### src/rtl/seglcd_pkg.sv
package seglcd_pkg;

    typedef enum logic [2:0] {
        RX_IDLE,
        RX_ADDR,
        RX_CMD,
        RX_DATA,
        RX_SKIP
    } rx_state_e;

    typedef enum logic [1:0] {
        OP_PTR   = 2'b00,
        OP_MODE  = 2'b01,
        OP_BLINK = 2'b10,
        OP_RSVD  = 2'b11
    } cmd_op_e;

    typedef struct packed {
        rx_state_e st;
        logic      ack;
    } rx_regs_t;

endpackage

### src/rtl/seglcd_bus_rx.sv
module seglcd_bus_rx
    import seglcd_pkg::*;
#(
    parameter logic [6:0] SLAVE_ADDR = 7'h38,
    parameter int         PTR_W      = 5,
    parameter int         BP_W       = 2
) (
    input  logic             clk,
    input  logic             rst_n,
    input  logic             start,
    input  logic             stop,
    input  logic             vld,
    input  logic [7:0]       byte_in,
    output logic             ack,
    output logic             ptr_ld,
    output logic [PTR_W-1:0] ptr_val,
    output logic             dat_wr,
    output logic [7:0]       dat,
    output logic             mode_ld,
    output logic [BP_W-1:0]  mode_val,
    output logic             blink_ld,
    output logic [1:0]       blink_val
);

    localparam logic [7:0] WR_ADDR = {SLAVE_ADDR, 1'b0};

    rx_regs_t q, d;

    always_comb begin
        d         = q;
        d.ack     = 1'b0;
        ptr_ld    = 1'b0;
        dat_wr    = 1'b0;
        mode_ld   = 1'b0;
        blink_ld  = 1'b0;
        ptr_val   = byte_in[PTR_W-1:0];
        dat       = byte_in;
        mode_val  = byte_in[BP_W-1:0];
        blink_val = byte_in[1:0];
        if (start) begin
            d.st = RX_ADDR;
        end else if (stop) begin
            d.st = RX_IDLE;
        end else if (vld) begin
            case (q.st)
                RX_ADDR: begin
                    if (byte_in == WR_ADDR) begin
                        d.ack = 1'b1;
                        d.st  = RX_CMD;
                    end else begin
                        d.st  = RX_SKIP;
                    end
                end
                RX_CMD: begin
                    d.ack = 1'b1;
                    case (cmd_op_e'(byte_in[6:5]))
                        OP_PTR:   ptr_ld   = 1'b1;
                        OP_MODE:  mode_ld  = 1'b1;
                        OP_BLINK: blink_ld = 1'b1;
                        default:  ;
                    endcase
                    if (!byte_in[7]) d.st = RX_DATA;
                end
                RX_DATA: begin
                    d.ack  = 1'b1;
                    dat_wr = 1'b1;
                end
                default: ;
            endcase
        end
    end

    always_ff @(posedge clk or negedge rst_n) begin
        if (!rst_n) q <= '{st: RX_IDLE, ack: 1'b0};
        else        q <= d;
    end

    assign ack = q.ack;

endmodule

### src/rtl/seglcd_ram.sv
module seglcd_ram #(
    parameter int NUM_SEG = 32,
    parameter int NUM_BP  = 4,
    parameter int PTR_W   = 5,
    parameter int BP_W    = 2
) (
    input  logic               clk,
    input  logic               rst_n,
    input  logic               ptr_ld,
    input  logic [PTR_W-1:0]   ptr_val,
    input  logic               dat_wr,
    input  logic [7:0]         dat,
    input  logic [BP_W-1:0]    scan_bp,
    output logic [NUM_SEG-1:0] col
);

    localparam int RAM_BITS = NUM_SEG * NUM_BP;
    localparam int BIT_W    = $clog2(RAM_BITS);

    typedef struct packed {
        logic [RAM_BITS-1:0] bits;
        logic [BIT_W-1:0]    ptr;
    } ram_regs_t;

    ram_regs_t q, d;

    always_comb begin
        d = q;
        if (ptr_ld) begin
            d.ptr = BIT_W'(ptr_val * NUM_BP);
        end else if (dat_wr) begin
            for (int i = 0; i < 8; i++) begin
                d.bits[q.ptr + BIT_W'(i)] = dat[7-i];
            end
            d.ptr = q.ptr + BIT_W'(8);
        end
    end

    always_ff @(posedge clk or negedge rst_n) begin
        if (!rst_n) q <= '0;
        else        q <= d;
    end

    for (genvar s = 0; s < NUM_SEG; s++) begin : g_col
        localparam logic [BIT_W-1:0] BASE = BIT_W'(s * NUM_BP);
        assign col[s] = q.bits[BASE + BIT_W'(scan_bp)];
    end

endmodule

### src/rtl/seglcd_scan.sv
module seglcd_scan #(
    parameter int NUM_BP     = 4,
    parameter int BP_W       = 2,
    parameter int BLINK_BASE = 4
) (
    input  logic              clk,
    input  logic              rst_n,
    input  logic              frame_tick,
    input  logic              mode_ld,
    input  logic [BP_W-1:0]   mode_val,
    input  logic              blink_ld,
    input  logic [1:0]        blink_val,
    output logic [BP_W-1:0]   scan_bp,
    output logic [NUM_BP-1:0] bp_out,
    output logic [BP_W-1:0]   mux_code,
    output logic              blank
);

    localparam int CNT_W = $clog2(4 * BLINK_BASE + 1);
    localparam logic [CNT_W-1:0] LIM1 = CNT_W'(BLINK_BASE - 1);
    localparam logic [CNT_W-1:0] LIM2 = CNT_W'(2 * BLINK_BASE - 1);
    localparam logic [CNT_W-1:0] LIM3 = CNT_W'(4 * BLINK_BASE - 1);

    typedef struct packed {
        logic [BP_W-1:0]  scan;
        logic [BP_W-1:0]  last;
        logic [1:0]       bcode;
        logic [CNT_W-1:0] cnt;
        logic             blank;
    } scan_regs_t;

    scan_regs_t q, d;
    logic [CNT_W-1:0] lim;

    always_comb begin
        case (q.bcode)
            2'd1:    lim = LIM1;
            2'd2:    lim = LIM2;
            default: lim = LIM3;
        endcase
        d = q;
        if (mode_ld) begin
            d.last = mode_val;
            d.scan = '0;
        end else if (frame_tick) begin
            d.scan = (q.scan == q.last) ? '0 : q.scan + 1'b1;
        end
        if (blink_ld) begin
            d.bcode = blink_val;
            d.cnt   = '0;
            d.blank = 1'b0;
        end else if (frame_tick && q.bcode != 2'd0) begin
            if (q.cnt == lim) begin
                d.cnt   = '0;
                d.blank = ~q.blank;
            end else begin
                d.cnt   = q.cnt + 1'b1;
            end
        end
    end

    always_ff @(posedge clk or negedge rst_n) begin
        if (!rst_n) q <= '{scan: '0, last: BP_W'(NUM_BP - 1), bcode: 2'd0,
                           cnt: '0, blank: 1'b0};
        else        q <= d;
    end

    for (genvar b = 0; b < NUM_BP; b++) begin : g_bp
        assign bp_out[b] = (q.scan == BP_W'(b));
    end

    assign scan_bp  = q.scan;
    assign mux_code = q.last;
    assign blank    = q.blank;

endmodule

### src/rtl/seglcd_core.sv
module seglcd_core #(
    parameter int         NUM_SEG    = 32,
    parameter int         NUM_BP     = 4,
    parameter logic [6:0] SLAVE_ADDR = 7'h38,
    parameter int         BLINK_BASE = 4
) (
    input  logic               clk,
    input  logic               rst_n,
    input  logic               bus_start,
    input  logic               bus_stop,
    input  logic               bus_byte_vld,
    input  logic [7:0]         bus_byte,
    input  logic               frame_tick,
    output logic               bus_ack,
    output logic [NUM_SEG-1:0] seg_out,
    output logic [NUM_BP-1:0]  bp_out
);

    localparam int PTR_W = $clog2(NUM_SEG);
    localparam int BP_W  = $clog2(NUM_BP);

    logic             ptr_ld, dat_wr, mode_ld, blink_ld, blank;
    logic [PTR_W-1:0] ptr_val;
    logic [7:0]       dat;
    logic [BP_W-1:0]  mode_val, scan_bp, mux_code;
    logic [1:0]       blink_val;
    logic [NUM_SEG-1:0] col;

    seglcd_bus_rx #(.SLAVE_ADDR(SLAVE_ADDR), .PTR_W(PTR_W), .BP_W(BP_W)) u_rx (
        .clk(clk), .rst_n(rst_n), .start(bus_start), .stop(bus_stop),
        .vld(bus_byte_vld), .byte_in(bus_byte), .ack(bus_ack),
        .ptr_ld(ptr_ld), .ptr_val(ptr_val), .dat_wr(dat_wr), .dat(dat),
        .mode_ld(mode_ld), .mode_val(mode_val),
        .blink_ld(blink_ld), .blink_val(blink_val)
    );

    seglcd_ram #(.NUM_SEG(NUM_SEG), .NUM_BP(NUM_BP), .PTR_W(PTR_W), .BP_W(BP_W)) u_ram (
        .clk(clk), .rst_n(rst_n), .ptr_ld(ptr_ld), .ptr_val(ptr_val),
        .dat_wr(dat_wr), .dat(dat), .scan_bp(scan_bp), .col(col)
    );

    seglcd_scan #(.NUM_BP(NUM_BP), .BP_W(BP_W), .BLINK_BASE(BLINK_BASE)) u_scan (
        .clk(clk), .rst_n(rst_n), .frame_tick(frame_tick),
        .mode_ld(mode_ld), .mode_val(mode_val),
        .blink_ld(blink_ld), .blink_val(blink_val),
        .scan_bp(scan_bp), .bp_out(bp_out), .mux_code(mux_code), .blank(blank)
    );

    assign seg_out = blank ? '0 : col;

endmodule

### config.mk
export PLATFORM = sky130hd
export DESIGN_NAME = seglcd_core
export DESIGN_NICKNAME = d
export VERILOG_FILES = /design/src/rtl/seglcd_pkg.sv /design/src/rtl/seglcd_bus_rx.sv /design/src/rtl/seglcd_ram.sv /design/src/rtl/seglcd_scan.sv /design/src/rtl/seglcd_core.sv
export SDC_FILE = /design/constraint.sdc
export NUM_CORES = 1
export LEC_CHECK = 0
export BUFFER_PORTS_ARGS = -buffer_cell sky130_fd_sc_hd__buf_2
export CAP_MARGIN = 20
export CORE_MARGIN = 1
export CORE_UTILIZATION = 55
export CTS_CLUSTER_SIZE = 14
export DETAILED_ROUTE_END_ITERATION = 8
export PLACE_DENSITY = 0.73
export SETUP_SLACK_MARGIN = 0.2
export SYNTH_ARGS = -nofsm -noshare
export SYNTH_HDL_FRONTEND = slang
export SYNTH_HIERARCHICAL = 1
export SYNTH_SLANG_ARGS = --single-unit
### constraint.sdc
create_clock -name clk -period 5.65 [get_ports clk]
set_clock_uncertainty 0.15 [all_clocks]
set_input_delay 1.695 -clock clk [delete_from_list [all_inputs] [get_ports clk]]
set_output_delay 1.695 -clock clk [all_outputs]
set_load 0.01 [all_outputs]
======== Word-level counts from Yosys, hierarchy flattened ========
Cells that the tools add are included.
word-level totals
  bits of input ports ..................... 14
  bits in registers ....................... 151
  logic and storage cells ................. 264
operators by class
  add/sub/neg operators ................... 41
  order comparisons ....................... 48
  muxes and demuxes ....................... 128
  equality and inequality tests ........... 14
  bitwise logic cells ..................... 2
  reductions and logical operators ........ 22
operators by type and width
  kind                   count
  $bwmux W128            8
  $lt A7 B8 Y1 const B   39
  $bmux W1 S7            31
  $mux W1                63
  $add A6 B2 Y7 const A  8
  $add A7 B2 Y7 const A  8
  $demux W1 S7           8
  $ge A7 B1 Y1 const B   8
  $mux W32               1
  $add A6 B3 Y7 const A  4
  $add A7 B3 Y7 const B  4
  $add A5 B2 Y6 const A  4
  $add A7 B2 Y7 const B  2
  $mux W7                2
  $add A5 B3 Y6 const A  2
  $mux W3                4
  $mux W6                2
  $add A4 B2 Y5 const A  2
  $reduce_bool A2 Y1     5
  $logic_and A1 B1 Y1    9
  $eq A2 B2 Y1 const B   4
  $eq A8 B7 Y1 const B   1
  $lt A2 B8 Y1 const B   1
  $pmux W4 S2            1
  26 further kinds       34

======== Longest topological paths before layout ========
Gate-level depths: netlist of run 1.
  word-level depth ........................ 12
  depth in mapped cells ................... 11

======== Cells and area by module ========
Netlist of run 1, hierarchy kept.
by module, submodules not included
  module         area an instance (um^2)  cells each  instances
  seglcd_ram     8,323.0                  845         1
  seglcd_scan    715.7                    68          1
  seglcd_bus_rx  396.6                    44          1
  seglcd_core    222.7                    35          1

======== Least setup slack after synthesis of run 1 ========
Ideal clock, no wire load.
  path kind ............................... input to register
  start ................................... input port bus_start
  end ..................................... register u_ram/q[62] (netlist bit)
  setup slack ............................. 1.919 ns
  arrival time ............................ 3.455 ns
  cell stages on the path ................. 10
  cells stage by stage .................... nor4b_4 nand3b_2 nor3_1 nor2b_1 buf_2 buf_4 nand2_2 clkbuf_1 nor2_1 a221o_1
on the way
  longest elaborated chain between the ends .. 3
  elaborated cells between the ends (all ways) .. 4
RTL lines
  what                                line                 source
  start: declaration                  seglcd_core.sv:9     input logic bus_start,
  $mux W1                             seglcd_bus_rx.sv:40  if (start) begin
  via ptr_ld                          seglcd_core.sv:22    logic ptr_ld, dat_wr, mode_ld, blink_ld, blank;
  $not A1 Y1 (no source line)         --
  $reduce_and A2 Y1 (no source line)  --
  end signal: assignment              seglcd_ram.sv:40     if (!rst_n) q <= '0;
  end signal: assignment              seglcd_ram.sv:41     else q <= d;
  end: declaration                    seglcd_ram.sv:25     ram_regs_t q, d;
The timed path passes the listed nets, and every way through them passes these cells.
A chain may end at the register's enable or synchronous reset.

======== Final worst setup path of run 1 ========
  start ................................... register u_scan.q, in the netlist u_scan/scan_bp[1]
  end ..................................... output port seg_out[30]
on the way
  longest elaborated chain between the ends .. 4
RTL lines
  what                           line               source
  start: declaration             seglcd_scan.sv:32  scan_regs_t q, d;
  start signal: assignment       seglcd_scan.sv:63  if (!rst_n) q <= '{scan: '0, last: BP_W'(NUM_BP - 1), bcode: 2'd0,
  $add A4 B3 Y5                  seglcd_ram.sv:46   assign col[s] = q.bits[BASE + BIT_W'(scan_bp)];
  $bmux W1 S7                    seglcd_ram.sv:46
  $mux W1 (implied by the code)  seglcd_ram.sv:46
  via col[30]                    seglcd_core.sv:27  logic [NUM_SEG-1:0] col;
  $mux W32                       seglcd_core.sv:49  assign seg_out = blank ? '0 : col;
  end: declaration               seglcd_core.sv:15  output logic [NUM_SEG-1:0] seg_out,
The timed path passes the listed nets, and every way through them passes these cells. The select of a mux whose other input is x is not followed.

==> results.md, run 1 <==
- Status: complete, no violations
- DR iter-0 viols: 1,320
- Die height: 134 um
- Max incr delay on CP: 1.07 ns
- Post-CTS setup buffer count: 0
- Total track usage: 35.3%
- Bufs on Longest Clock Path: 2
- Fin area: 10,400 um^2
- Min-delay worst type: reg -> reg
- Crit Path Class: reg -> out
- Via Count: 8,696
- Fmax: 239 MHz
- Buf/Inv on CP: 1
- Seq pwr share: 44.4%
- Setup-failing EPs final: 0
- Power per Cell Area: 245 nW/um^2
- Diode count: 0
- Die X: 134 um
- Rows: 48
- Setup TNS: 0 ns
- DP Area: 9760 um^2
- Starting Density: 55.9%
- Placed insts: 1,187
- Leakage: 0.00419 uW
- Insertion delay to the later sink of the worst-skew pair: 0.45 ns
- Gp weighted congestion: 0.956
- Commonest non-fill, non-tap cell in the layout: dfrtp_1
- Endpoints failing hold: 0
- Routed wl met3: 3780 um
- Clock slew seen by the registers of the worst setup and hold paths: 0.06 ns
- Clk network pwr share: 48.8%
- CTS Buf Count: 17
- Cell class contributing the biggest share of worst-path delay: flip-flops
- Vias per Instance: 7.14
- Highest metal used: met4
- Combinational Power Share: 6.8%
- Final Routed Wirelength: 30,800 um
- Root buffer cell: clkbuf_16
- Share of cells above drive strength 1: 17.5%
- Die ar.: 18,100 um^2
- Number of global-route vias before repair: 8,214
- Max IR drop VDD: 0.000224 V
- Met2 WL: 13,400 um
- # fillers: 1,432
- Internal power: 1940 uW
- Finished Layout Cells: 1,218
- Multi-input logic area: 5340 um^2
- Hold path depth: 1
- Initial DRT Pass Iterations: 7
- Worst slew pin tran: 1.10 ns
- Warnings, synthesis: 6
- Port bufs: 50
- PostCTS Resize Cnt: 0
- Synth-to-layout area growth: 7.82%
- H-tree depth: 4
- CP max stage cell: dfrtp_2
- Critical Path Start Type: flop
- Crit path depth: 3
- Drt wl/cell: 25.3 um
- Crit path capture type: primary output
- Min cycle time layout: 4.19 ns
- Wl on met1: 12,300 um
- Seq. cell area: 3730 um^2
- CTS Hold Bufs: 0
- Max-cap violations: 0
- Post-Synthesis Cells: 990
- Global-route wire length before repair: 47,700 um
- Slew margin rel.: 26.9%
- Crit-path cells: mux4_2 > nor2b_1 > buf_2
- Worst Hold Margin: 0.332 ns
- CTS tree: done
- CP Data Arrival Time: 2.34 ns
- RSZ-0062 raised after global routing: no
- DRC: 0
- Antenna Nets Post-Route: 0
- Total core area: 17,200 um^2
- Avg Cell Area, Syn: 9.74 um^2
- Most frequent cells in the layout: dfrtp_1 (145), nand2_1 (99), nor2_1 (80)
- # nets final: 1,009
- Sw Pwr: 611 uW
- Total gr overflow: 0
- Max-slew violation count: 0
- Initial antenna violation count: 0
- Clk sink count: 149
- Ports: 51
- Sw Share: 24.0%
- Mapped Area: 9640 um^2
- Hpwl dp: 20,300 um
- Final Cycle Share: 74.1%
- Syn Nets: 1,018
- Largest net degree at the start of global routing: 95
- R2r worst-path depth: 7
- WP data required: 3.81 ns
- Critical path peak fanout: 37
-- power by group through the flow --
stage / combinational (uW) / sequential, uW / clock (uW)
6_report: 173 / 1130 / 1240
3_3_place_gp: 170 / 1150 / 0
2_1_floorplan: 127 / 1140 / 0
3_5_place_dp: 175 / 1150 / 0
5_1_grt: 194 / 1130 / 1300
4_1_cts: 177 / 1130 / 1250
-- layout make-up --
type	instances	area share [%]
Multi-Input combinational cell	736	51.4
Sequential cell	149	35.9
Clock buffer	23	4.69
Timing Repair Buffer	63	3.41
Tap cell	225	2.71
Clock inverter	8	1.41
Inverter	14	0.505
-- metrics by stage --
step           util [%]  worst slack (ns)  power (uW)
2_1_floorplan         -              1.92        1260
3_3_place_gp       56.6              1.20        1320
3_5_place_dp       56.6              1.15        1330
4_1_cts            60.3              1.49        2560
5_1_grt            60.3              1.41        2630
6_report           60.3              1.46        2550
-- path summary, 6_finish.rpt --
kind	from	endpoint	slack, ns
hold / removal	u_ram/q[17]	u_ram/q[17]	0.33
max in group asynchronous	rst_n	u_ram/q[90]	3.20
setup / recovery	u_scan/scan_bp[1]	seg_out[30]	1.46
setup reg to reg	u_ram/q[2]	u_ram/q[58]	1.64
min in group asynchronous	rst_n	u_scan/scan_bp[1]	1.20
hold reg to reg	u_ram/q[17]	u_ram/q[17]	0.33
-- worst register-to-register path, delay by kind of cell (launching register included) --
family,cells,cell delay [ns]
AND/OR/NAND/NOR,1,0.83
flip-flops,1,0.32
AO/OA/AOI/OAI,3,1.08
adder cells (fa/ha/maj),1,0.76
buffers and inverters,2,0.73
-- state kept, by name, indices dropped and copies added (netlist names) --
register / count
u_scan/q: 7
u_rx/q: 3
u_ram/q: 133
u_scan/blank: 1
u_scan/scan_bp: 2
u_scan/mux_code: 2
u_rx/ack: 1
-- per-layer routing --
metal | up-vias | GRT usage, %
met5 | - | 0
met2 | 622 | 51.2
met1 | 4244 | 48.4
met4 | 0 | 16.5
li1 | 3721 | -
met3 | 109 | 11.0
No activity file was read; power rests on OpenSTA's default activity.
==> run 2, diff against run 1 <==
Clock period 5.65 ns to 4.3 ns, I/O delays scaled along.
==> run 2 against run 1 <==
Compared with the run above:
- worst hold slack better by 0.0016 ns
- highest routed layer unchanged
- non-clock buffer count is 19 higher
- largest power group is now sequential cells
- register-to-register slack worse by 0.79 ns
- clock power is 14% higher
- routed wire length is 1.3% higher
- combinational power is 31% higher
- setup slack worse by 0.73 ns
- largest cell class unchanged
==> results.md, run 2 (synthesis gave the netlist of run 1 again) <==
- Share of cells above drive strength 1: 19.2%
- CTS Buf Count: 17
- Die ar.: 18,100 um^2
- Seq. cell area: 3730 um^2
- Gp weighted congestion: 1.04
- # nets final: 1,028
- H-tree depth: 4
- Most frequent cells in the layout: dfrtp_1 (145), nand2_1 (99), nor2_1 (80)
- Drt wl/cell: 25.2 um
- Crit-path cells: buf_4 > mux4_2 > nor2b_1 > buf_2
- Multi-input logic area: 5340 um^2
- Critical Path Start Type: flop
- Buf/Inv on CP: 2
- Crit path capture type: primary output
- Hpwl dp: 21,000 um
- Clock slew seen by the registers of the worst setup and hold paths: 0.06 ns
- Setup TNS: 0 ns
- CTS Hold Bufs: 0
- Min cycle time layout: 3.57 ns
- Post-route worst setup slack: 0.732 ns
- Worst hold start: u_ram/q[85]
- Worst slew pin tran: 0.892 ns
- Vias per Instance: 7.08
- CP max stage cell: dfrtp_2
- Max-slew violation count: 0
- Worst Hold Margin: 0.333 ns
- Initial DRT Pass Iterations: 8
- Global-route wire length before repair: 48,200 um
- CTS tree: done
- Largest register FFs: 133
- PostCTS Resize Cnt: 0
- Post-CTS setup buffer count: 0
- Dpl ws: 0.445 ns
- FF-to-FF End: u_ram/q[23]
- Port bufs: 50
- Bufs on Longest Clock Path: 2
- Cell class contributing the biggest share of worst-path delay: flip-flops
- Die height: 134 um
- Leakage: 0.00424 uW
- Max incr delay on CP: 0.64 ns
- Power per Cell Area: 297 nW/um^2
- Max IR drop VDD: 0.000296 V
- Biggest regs: u_ram/q (133), u_scan/q (7), u_rx/q (3)
- Crit Path Class: reg -> out
- Root buffer cell: clkbuf_16
- Worst-case hold path end point: u_ram/q[85]
- Biggest register: u_ram/q
- Final Routed Wirelength: 31,200 um
- Total track usage: 35.8%
- Starting Density: 55.9%
- Antenna Nets Post-Route: 0
- Insertion delay to the later sink of the worst-skew pair: 0.44 ns
- DRC: 0
- Synth-to-layout area growth: 8.87%
- Slew margin rel.: 40.4%
- Rows: 48
- Max-cap violations: 0
- Initial antenna violation count: 0
- Critical Path Source: u_scan/scan_bp[1]
- Hold path depth: 1
- WP data required: 2.86 ns
- FF-to-FF Start: u_ram/q[2]
- CP Data Arrival Time: 2.13 ns
- Setup-failing EPs final: 0
- R2r worst-path depth: 7
- RSZ-0062 raised after global routing: no
- Largest net degree at the start of global routing: 90
- Diode count: 0
- Via Count: 8,762
- R2r setup slk: 0.85 ns
- Commonest non-fill, non-tap cell in the layout: dfrtp_1
- Endpoints failing hold: 0
- # fillers: 1,441
- Min-delay worst type: reg -> reg
- Clk sink count: 149
- Total core area: 17,200 um^2
- Fmax: 280 MHz
- Die X: 134 um
- Critical path peak fanout: 16
- DR iter-0 viols: 1,272
- Number of global-route vias before repair: 8,320
- Final Cycle Share: 83.0%
- Status: complete, no violations
- Total gr overflow: 0
- Ports: 51
[run 2: cell count changes in the layout (fill, tap and decap cells not counted), sizes merged]
| cell | before | now |
|---|---|---|
| bufinv | 4 | 1 |
| buf | 63 | 82 |
| clkbuf | 23 | 19 |
| inv | 14 | 15 |
| clkinv | 3 | 6 |
| clkinvlp | 1 | 5 |
[run 2: per-layer routing]
layer / track usage, % / wire length (um)
met3: 9.30 / 3610
met5: 0 / 0
met4: 16.1 / 1280
met1: 47.8 / 12200
met2: 54.9 / 14100
[run 2: worst max path at each step]
stage / to / slack (ns) / cells after the start
2_1_floorplan: u_ram/q[62] / 0.97 / 10
3_3_place_gp: u_ram/q[15] / 0.47 / 8
3_5_place_dp: u_ram/q[15] / 0.45 / 8
4_1_cts: seg_out[30] / 0.74 / 4
5_1_grt: u_ram/q[56] / 0.67 / 8
6_report: seg_out[30] / 0.73 / 4
[run 2: per-stage QoR]
step | cell area, um^2 | std cells | power (uW) | util [%]
3_5_place_dp | 9950 | 1205 | 1740 | 57.7
6_report | 10500 | 1238 | 3120 | 60.9
2_1_floorplan | 9640 | 990 | 1660 | -
3_3_place_gp | 9950 | 1205 | 1730 | 57.7
5_1_grt | 10500 | 1238 | 3220 | 60.9
4_1_cts | 10500 | 1237 | 3130 | 60.9
[run 2: area by class of cell]
cell class	instances	share of cell area, %
timing repair buffer	82	5.21
inverter	14	0.501
clock buffer	19	4.12
clock inverter	13	1.05
tap	225	2.68
sequential	149	35.6
multi-input combinational	736	50.9
[run 2: power by group]
| group | switching [uW] | internal (uW) |
|---|---|---|
| combinational | 147 | 79.4 |
| sequential | 48.8 | 1440 |
| clock | 615 | 790 |
